## src/rtl/usbhc_regs.sv

```systemverilog
module usbhc_regs #(
  parameter int NPORT = 2,
  parameter int FRNUM_W = 11,
  parameter logic [7:0] SOF_DEFAULT = 8'h40
) (
  input  logic               clk,
  input  logic               rst_n,
  input  logic               bus_wr,
  input  logic [4:0]         bus_addr,
  input  logic [1:0]         bus_be,
  input  logic [15:0]        bus_wdata,
  output logic [15:0]        bus_rdata,
  input  logic               frame_adv,
  input  logic [4:0]         sts_set,
  input  logic [NPORT-1:0]   port_conn,
  input  logic [NPORT-1:0]   port_ls,
  input  logic [NPORT-1:0]   port_rdet,
  output logic               run,
  output logic               halted,
  output logic               glb_reset,
  output logic               glb_suspend,
  output logic               force_resume,
  output logic [FRNUM_W-1:0] frame_num,
  output logic [31:0]        fl_base,
  output logic [7:0]         sof_timing,
  output logic [NPORT-1:0]   port_en,
  output logic [NPORT-1:0]   port_rst,
  output logic [NPORT-1:0]   port_susp,
  output logic               irq
);

  localparam logic [15:0] PORT_RW = ~16'h01BB;
  localparam int PORT_SLOT0 = 8;

  logic [4:0]         cmd, cmd_nx;
  logic [5:0]         sts, sts_nx;
  logic [1:0]         ien;
  logic [FRNUM_W-1:0] frnum;
  logic [31:0]        base;
  logic [7:0]         sof;

  logic [3:0]  wa;
  logic [15:0] bm, wbits, cmd_m, fr_m, blo_m, bhi_m;
  logic        wr_cmd, hc_rst, resume_req;
  logic [NPORT-1:0] prdet;
  logic [15:0] prd [NPORT];
  logic        unused_addr;

  assign wa    = bus_addr[4:1];
  assign bm    = {{8{bus_be[1]}}, {8{bus_be[0]}}};
  assign wbits = bus_wdata & bm;
  assign unused_addr = bus_addr[0];

  assign wr_cmd     = bus_wr && wa == 4'd0 && bus_be[0];
  assign hc_rst     = wr_cmd && bus_wdata[1];
  assign resume_req = wr_cmd && bus_wdata[3] && |prdet;

  assign cmd_m = ({11'b0, cmd} & ~bm) | wbits;
  assign fr_m  = ({{(16-FRNUM_W){1'b0}}, frnum} & ~bm) | wbits;
  assign blo_m = ((base[15:0] & ~bm) | wbits) & 16'hF000;
  assign bhi_m = (base[31:16] & ~bm) | wbits;

  always_comb begin
    cmd_nx = cmd;
    if (wr_cmd) cmd_nx = cmd_m[4:0];
    if (resume_req) cmd_nx[4] = 1'b1;
    sts_nx = sts;
    if (bus_wr && wa == 4'd1) sts_nx = sts & ~wbits[5:0];
    sts_nx[4:0] = sts_nx[4:0] | sts_set;
    if (resume_req) sts_nx[2] = 1'b1;
    if (wr_cmd) begin
      if (bus_wdata[0] && !cmd[0]) sts_nx[5] = 1'b0;
      else if (!bus_wdata[0]) sts_nx[5] = 1'b1;
    end
  end

  always_ff @(posedge clk or negedge rst_n) begin
    if (!rst_n) begin
      cmd   <= '0;
      sts   <= 6'h20;
      ien   <= '0;
      frnum <= '0;
      base  <= '0;
      sof   <= SOF_DEFAULT;
    end else if (hc_rst) begin
      cmd   <= '0;
      sts   <= 6'h20;
      ien   <= '0;
      frnum <= '0;
      base  <= '0;
      sof   <= SOF_DEFAULT;
    end else begin
      cmd <= cmd_nx;
      sts <= sts_nx;
      if (bus_wr && wa == 4'd2 && bus_be[0]) ien <= bus_wdata[1:0];
      if (bus_wr && wa == 4'd3 && sts[5]) frnum <= fr_m[FRNUM_W-1:0];
      else if (!sts[5] && frame_adv) frnum <= frnum + 1'b1;
      if (bus_wr && wa == 4'd4) base[15:0] <= blo_m;
      if (bus_wr && wa == 4'd5) base[31:16] <= bhi_m;
      if (bus_wr && wa == 4'd6 && bus_be[0]) sof <= bus_wdata[7:0];
    end
  end

  for (genvar p = 0; p < NPORT; p++) begin : g_port
    logic [15:0] prw, prw_nx;
    logic        csc, enc, conn_q, csc_nx, enc_nx, psel, dis;
    logic        unused_bits;

    assign psel = bus_wr && wa == 4'(PORT_SLOT0 + p);
    assign dis  = conn_q && !port_conn[p];
    assign unused_bits = ^{prw[8:7], prw[5:3], prw[1:0]};

    always_comb begin
      prw_nx = prw;
      if (psel) prw_nx = (prw & ~(bm & PORT_RW)) | (wbits & PORT_RW);
      if (port_rdet[p]) prw_nx[6] = 1'b1;
      if (dis) prw_nx[2] = 1'b0;
      csc_nx = (csc && !(psel && wbits[1])) || (conn_q != port_conn[p]);
      enc_nx = (enc && !(psel && wbits[3])) || dis;
    end

    always_ff @(posedge clk or negedge rst_n) begin
      if (!rst_n) begin
        prw <= '0; csc <= 1'b0; enc <= 1'b0; conn_q <= 1'b0;
      end else begin
        conn_q <= port_conn[p];
        if (hc_rst) begin
          prw <= '0; csc <= 1'b0; enc <= 1'b0;
        end else begin
          prw <= prw_nx; csc <= csc_nx; enc <= enc_nx;
        end
      end
    end

    assign prd[p] = {prw[15:9], port_ls[p], 1'b1, prw[6], 2'b00, enc, prw[2], csc, conn_q};
    assign prdet[p]     = prw[6];
    assign port_en[p]   = prw[2];
    assign port_rst[p]  = prw[9];
    assign port_susp[p] = prw[12];
  end

  always_comb begin
    case (wa)
      4'd0: bus_rdata = {11'b0, cmd};
      4'd1: bus_rdata = {10'b0, sts};
      4'd2: bus_rdata = {14'b0, ien};
      4'd3: bus_rdata = {{(16-FRNUM_W){1'b0}}, frnum};
      4'd4: bus_rdata = base[15:0];
      4'd5: bus_rdata = base[31:16];
      4'd6: bus_rdata = {8'b0, sof};
      default: begin
        bus_rdata = 16'hFFFF;
        for (int p = 0; p < NPORT; p++)
          if (wa == 4'(PORT_SLOT0 + p)) bus_rdata = prd[p];
      end
    endcase
  end

  assign run          = cmd[0];
  assign glb_reset    = cmd[2];
  assign glb_suspend  = cmd[3];
  assign force_resume = cmd[4];
  assign halted       = sts[5];
  assign frame_num    = frnum;
  assign fl_base      = base;
  assign sof_timing   = sof;
  assign irq          = |(sts[1:0] & ien);

endmodule

```

## config.mk

```make
export PLATFORM = sky130hd
export DESIGN_NAME = usbhc_regs
export DESIGN_NICKNAME = d
export VERILOG_FILES = /design/src/rtl/usbhc_regs.sv
export SDC_FILE = /design/constraint.sdc
export NUM_CORES = 1
export LEC_CHECK = 0
export ABC_AREA = 1
export CORE_UTILIZATION = 55
export DETAILED_ROUTE_END_ITERATION = 8
export DONT_BUFFER_PORTS = 1
export GPL_TIMING_DRIVEN = 1
export PLACE_DENSITY = 0.7
export SYNTH_ARGS = -nofsm -noshare
export SYNTH_HDL_FRONTEND = slang
export SYNTH_SLANG_ARGS = --single-unit
```

## constraint.sdc

```tcl
create_clock -name clk -period 1.8 [get_ports clk]
set_input_delay 0.27 -clock clk [delete_from_list [all_inputs] [get_ports clk]]
set_output_delay 0.27 -clock clk [all_outputs]
set_load 0.05 [all_outputs]
```

# After elaboration in Yosys (flattened, before gate mapping)
# Cells that the tools add are included.
# W data, S select, Z words.
# word_totals
regBits	102
inputBits	38
wordCells	140
# classes
n_addsub	1
n_eq_ne	10
mux	34
n_bitwise	19
reduce_logical	56
# ops
operator	count
$mux W16	8
$pmux W16 S7	1
$and A16 B16 Y16	5
$or A16 B16 Y16	4
$mux W11	3
$mux W32	1
$not A16 Y16	2
$logic_and A1 B1 Y1	28
$reduce_bool A3 Y1	6
$mux W8	2
$reduce_bool A2 Y1	7
$mux W1	13
$eq A4 B3 Y1 const B	3
$mux W6	2
$add A11 B1 Y11 const B	1
$and A11 B11 Y11	1
$or A11 B11 Y11	1
$mux W5	2
$or A5 B5 Y5	2
$eq A4 B2 Y1 const B	2
$eq A4 B4 Y1 const B	2
$logic_not A1 Y1	8
$and A6 B6 Y6	1
$not A6 Y6	1
8 further kinds	14

# Logic depth before layout (Yosys ltp)
# depth
word_depth	8
depth_mapped	8

# Least setup slack after synthesis
# No wires, ideal clock.
# synth_path
kind	input port to output port
from	input bus_addr[1]
to	output bus_rdata[10]
arrival_time_ns	1.837
required_ns	1.530
path_slack_ns	-0.307
cell_stages	4
n_path_buf	0
path_cell_list	nand2_1 o21ai_2 inv_2 o21ai_0
# synth_via
elab_chain_cells	4
word_cells_on_any_way	12
cone_classes	eq/ne (8); mux (3); reduce/logical (1)
# synth_lines
item	line	source
start, declared	9	input logic [4:0] bus_addr,
$eq A4 B4 Y1	154	if (wa == 4'(PORT_SLOT0 + p)) bus_rdata = prd[p];
$mux W16 (2 in a row)	154	
$pmux W16 S7 (*)	143	case (wa)
end, declared	12	output logic [15:0] bus_rdata,
# Mark *: on every way between the ends. The rest lies on a longest branch, timed or not.

# Worst setup path after layout
# layout_path
from	register frnum[2], in the netlist frame_num[2]
to	output bus_rdata[2]
# layout_via
elab_chain_cells	1
# layout_lines
item	line	source
start, declared	38	logic [FRNUM_W-1:0] frnum;
start signal, assigned	96	if (bus_wr && wa == 4'd3 && sts[5]) frnum <= fr_m[FRNUM_W-1:0];
start signal, assigned	97	else if (!sts[5] && frame_adv) frnum <= frnum + 1'b1;
$pmux W16 S7	143	
# No other way between the ends.

==> reports/metrics.yaml <==
grt:
  gr-total-overflow: 0
  gr-usage-all-layers_pct: 34.6
  antenna_found_initial: 0
  grt_first_pass_wirelength_um: 23000
  grt_pass1_vias: 4467
  grt_max_degree: 77
detailed_routing:
  vias: 4748
  drt_first_iter_violations: 377
  dr.pass1.iters: 5
  post-route-drc-count: 0
  wire_per_inst_um: 17.1
  avgViaCountPerCell: 5.73
  drtAntennaViolNets: 0
  wl_um: 14200
layout:
  drive_gt1_share_pct: 18.7
  antenna_cells: 0
  area_delta_synth_final_pct: 19.9
  final_area_um2: 5510
  final_nets: 763
  stdcell_count: 828
  nFillCells: 687
timing:
  relSlewSlack_pct: 57.0
  whs_ns: -0.414
  finalCriticalPeriod_ns: 1.76
  final_max_slew_viol_count: 0
  fin_skew_ns: 0.0116
  fin_ws_ns: 0.0375
  grt_setup_unrepaired: "false"
  tightest_slew_ns: 0.646
  finalHoldViolCount: 76
  setup_viol: 0
  period_share_pct: 97.9
  timing.fmax_mhz: 567
synthesis:
  seq_area_frac_synth_pct: 41.5
  yosysWarnings: 0
  postSynthCellCount: 645
  syn_area_um2: 4590
  synth-seq-cells: 76
  synth_area_per_cell_um2: 7.12
  synth_cell_types: 32
critical_path:
  worstPathRequired_ns: 1.53
  cp_slowest_cell: "dfrtp_2"
  cp_max_fo: 5
  start_kind: "flip-flop"
  reg2reg_setup_slack_ns: 0.23
  crit_chain: "nand2_1, o21ai_0, nor2_1, nand3_1, buf_4"
  slowest_delay_ns: 0.45
  cp.arrival_ns: 1.49
  worstSetupPathType: "flip-flop to output pin"
  cp-end-kind: "output pin"
floorplanning:
  coreArea_um2: 7890
  io_pins: 117
  initial_core_util_pct: 58.2
  die_h_um: 93.4
  dieWidth_um: 93.4
  die_area_um2: 8720
  rows: 32
min_path:
  hold_class: "input port to asynchronous set/reset pin"
cts:
  root_buffer: "clkbuf_8"
  holdBufCountCts: 2
  clk_transition_reported_paths_ns: 0.09
  cts_max_level: 3
  numClockSinks: 76
  cts_buffer_depth: 2
  cts_buffers: 9
  clock_latency_ns: 0.36
  cts_tree: "done"
run_status:
  violations: "negative hold slack"
  status: "finished with violations"
placement:
  place_area_um2: 5220
  place_congestion: 0.928
  numPortBuffers: 0
  pre_cts_slack_ns: 0.174
  place_hpwl_um: 10500
  dp.cells: 805
power:
  p_leak_nw: 2.72
  peakVddDrop_mv: 0.681
  powerDensity_nw_per_um2: 1260
run:
  cap_violations: 0
-- metrics by stage --
stage | util, % | hold WS (ns) | TNS [ns] | total power, W
finish | 69.8 | -0.414 | 0 | 0.00693
global route | 69.8 | -0.421 | 0 | 0.00727
CTS | 69.2 | -0.406 | 0 | 0.00680
detailed placement | 66.1 | -0.0241 | 0 | 0.00535
global placement | 66.1 | -0.0241 | 0 | 0.00530
floorplan | - | -0.0256 | -1.84 | 0.00453
-- placed cells by master, fill, tap and decap left out, types with 2 or more instances in the layout --
cell type and instances:
buf_4 81, buf_12 4, o22ai_1 18, o21ai_1 9, inv_2 9, dfstp_2 2
clkbuf_8 10, nand3_1 38, dlygate4sd3_1 2, o21ai_2 2, nand3b_1 2, dfrtp_1 71
o21ai_0 112, bufinv_16 2, o211ai_1 6, a21oi_1 21, nor2_1 40, nand2_1 154
ha_1 3, nand4_1 3, conb_1 12, dfrtp_2 3, inv_1 92, o21a_1 3
nor2_2 4, nor2_4 6, nand2_2 5
-- worst paths after layout --
check,startpoint,to,cells after the start
hold reg to reg,cmd[1],cmd[1],2
setup reg to reg,sts[5],frame_num[10],8
max in group asynchronous,rst_n,sof_timing[6],0
hold / removal,rst_n,sof_timing[0],0
min in group clk,sts_set[4],sts[4],2
setup / recovery,frame_num[2],bus_rdata[2],5
-- cell families (layout without fill, tap and decap cells) --
family | count (synthesis) | count (layout) | share of synthesized area [%]
other cells | 1 | 12 | 0.0816
flops | 76 | 76 | 41.5
fa+ha+maj | 3 | 3 | 0.817
simple gates | 256 | 256 | 24.4
buf+inv | 134 | 204 | 12.8
compound gates | 175 | 175 | 20.5
-- layout make-up --
| cell class | count | area [µm²] | area share (%) |
|---|---|---|---|
| multi-input combinational | 446 | 2160 | 39.2 |
| sequential | 76 | 1910 | 34.6 |
| timing repair buffer | 88 | 719 | 13.1 |
| inverter | 101 | 379 | 6.88 |
| clock buffer | 11 | 141 | 2.57 |
| tap | 102 | 128 | 2.32 |
| clock inverter | 4 | 73.8 | 1.34 |
-- sequential cells by signal, indices dropped and copies added (netlist names) --
| name | cells |
|---|---|
| cmd | 5 |
| fl_base | 20 |
| frame_num | 11 |
| g_port.conn_q | 2 |
| g_port.csc | 2 |
| g_port.enc | 2 |
| g_port.prw | 18 |
| ien | 2 |
| sof_timing | 8 |
| sts | 6 |
-- critical path, delay by kind of cell, from the launching register on --
| kind | cells | cell delay (ns) |
|---|---|---|
| simple gates | 3 | 0.39 |
| flops | 1 | 0.45 |
| buf+inv | 1 | 0.21 |
| compound gates | 1 | 0.08 |
-- what timing repair did --
item | in CTS | in global routing
pin swaps | 1 | 3
setup endpoints to repair | 3 | 5
gates resized for setup | 2 | 7
endpoints found under the hold margin | 78 | 76
setup buffers | 0 | 6
-- Yosys cell counts --
library cell / n / area share, %
nand2_1: 154 / 13
o21ai_0: 120 / 13
o221ai_1: 1 / 0.19
a21oi_1: 21 / 2.3
nand2_2: 5 / 0.68
nor3_1: 1 / 0.11
nand3b_1: 2 / 0.33
clkbuf_1: 5 / 0.41
buf_2: 7 / 0.76
a22o_1: 1 / 0.19
nand3_2: 1 / 0.22
clkbuf_2: 1 / 0.11
o211ai_1: 6 / 0.98
ha_1: 3 / 0.82
inv_2: 7 / 0.57
inv_1: 94 / 7.7
o21ai_1: 1 / 0.11
nor2_2: 4 / 0.54
nand4_4: 1 / 0.46
o21ai_2: 2 / 0.38
dfstp_2: 2 / 1.1
nand4_1: 3 / 0.41
dfrtp_1: 74 / 40
buf_4: 20 / 3.3
and3_1: 1 / 0.14
nor2_1: 40 / 3.3
nand3_1: 38 / 4.1
o2111ai_1: 1 / 0.19
nor2_4: 6 / 1.5
o21a_1: 3 / 0.49
o22ai_1: 19 / 2.6
conb_1: 1 / 0.082
-- per-layer routing --
layer | global-route usage (%) | wire length, µm | up-vias
li1 | - | - | 2223
met1 | 47.9 | 6020 | 2269
met2 | 55.1 | 6710 | 225
met3 | 5.85 | 1130 | 31
met4 | 11.9 | 304 | 0
met5 | 0 | 0 | -
-- power by group --
part           internal [W]  leakage [nW]  total (W)  switching, W
clock              0.000813         0.109    0.00148      0.000663
sequential          0.00209         0.900    0.00243      0.000334
combinational      0.000887          1.71    0.00303       0.00214
(Power assumes the default switching activity.)
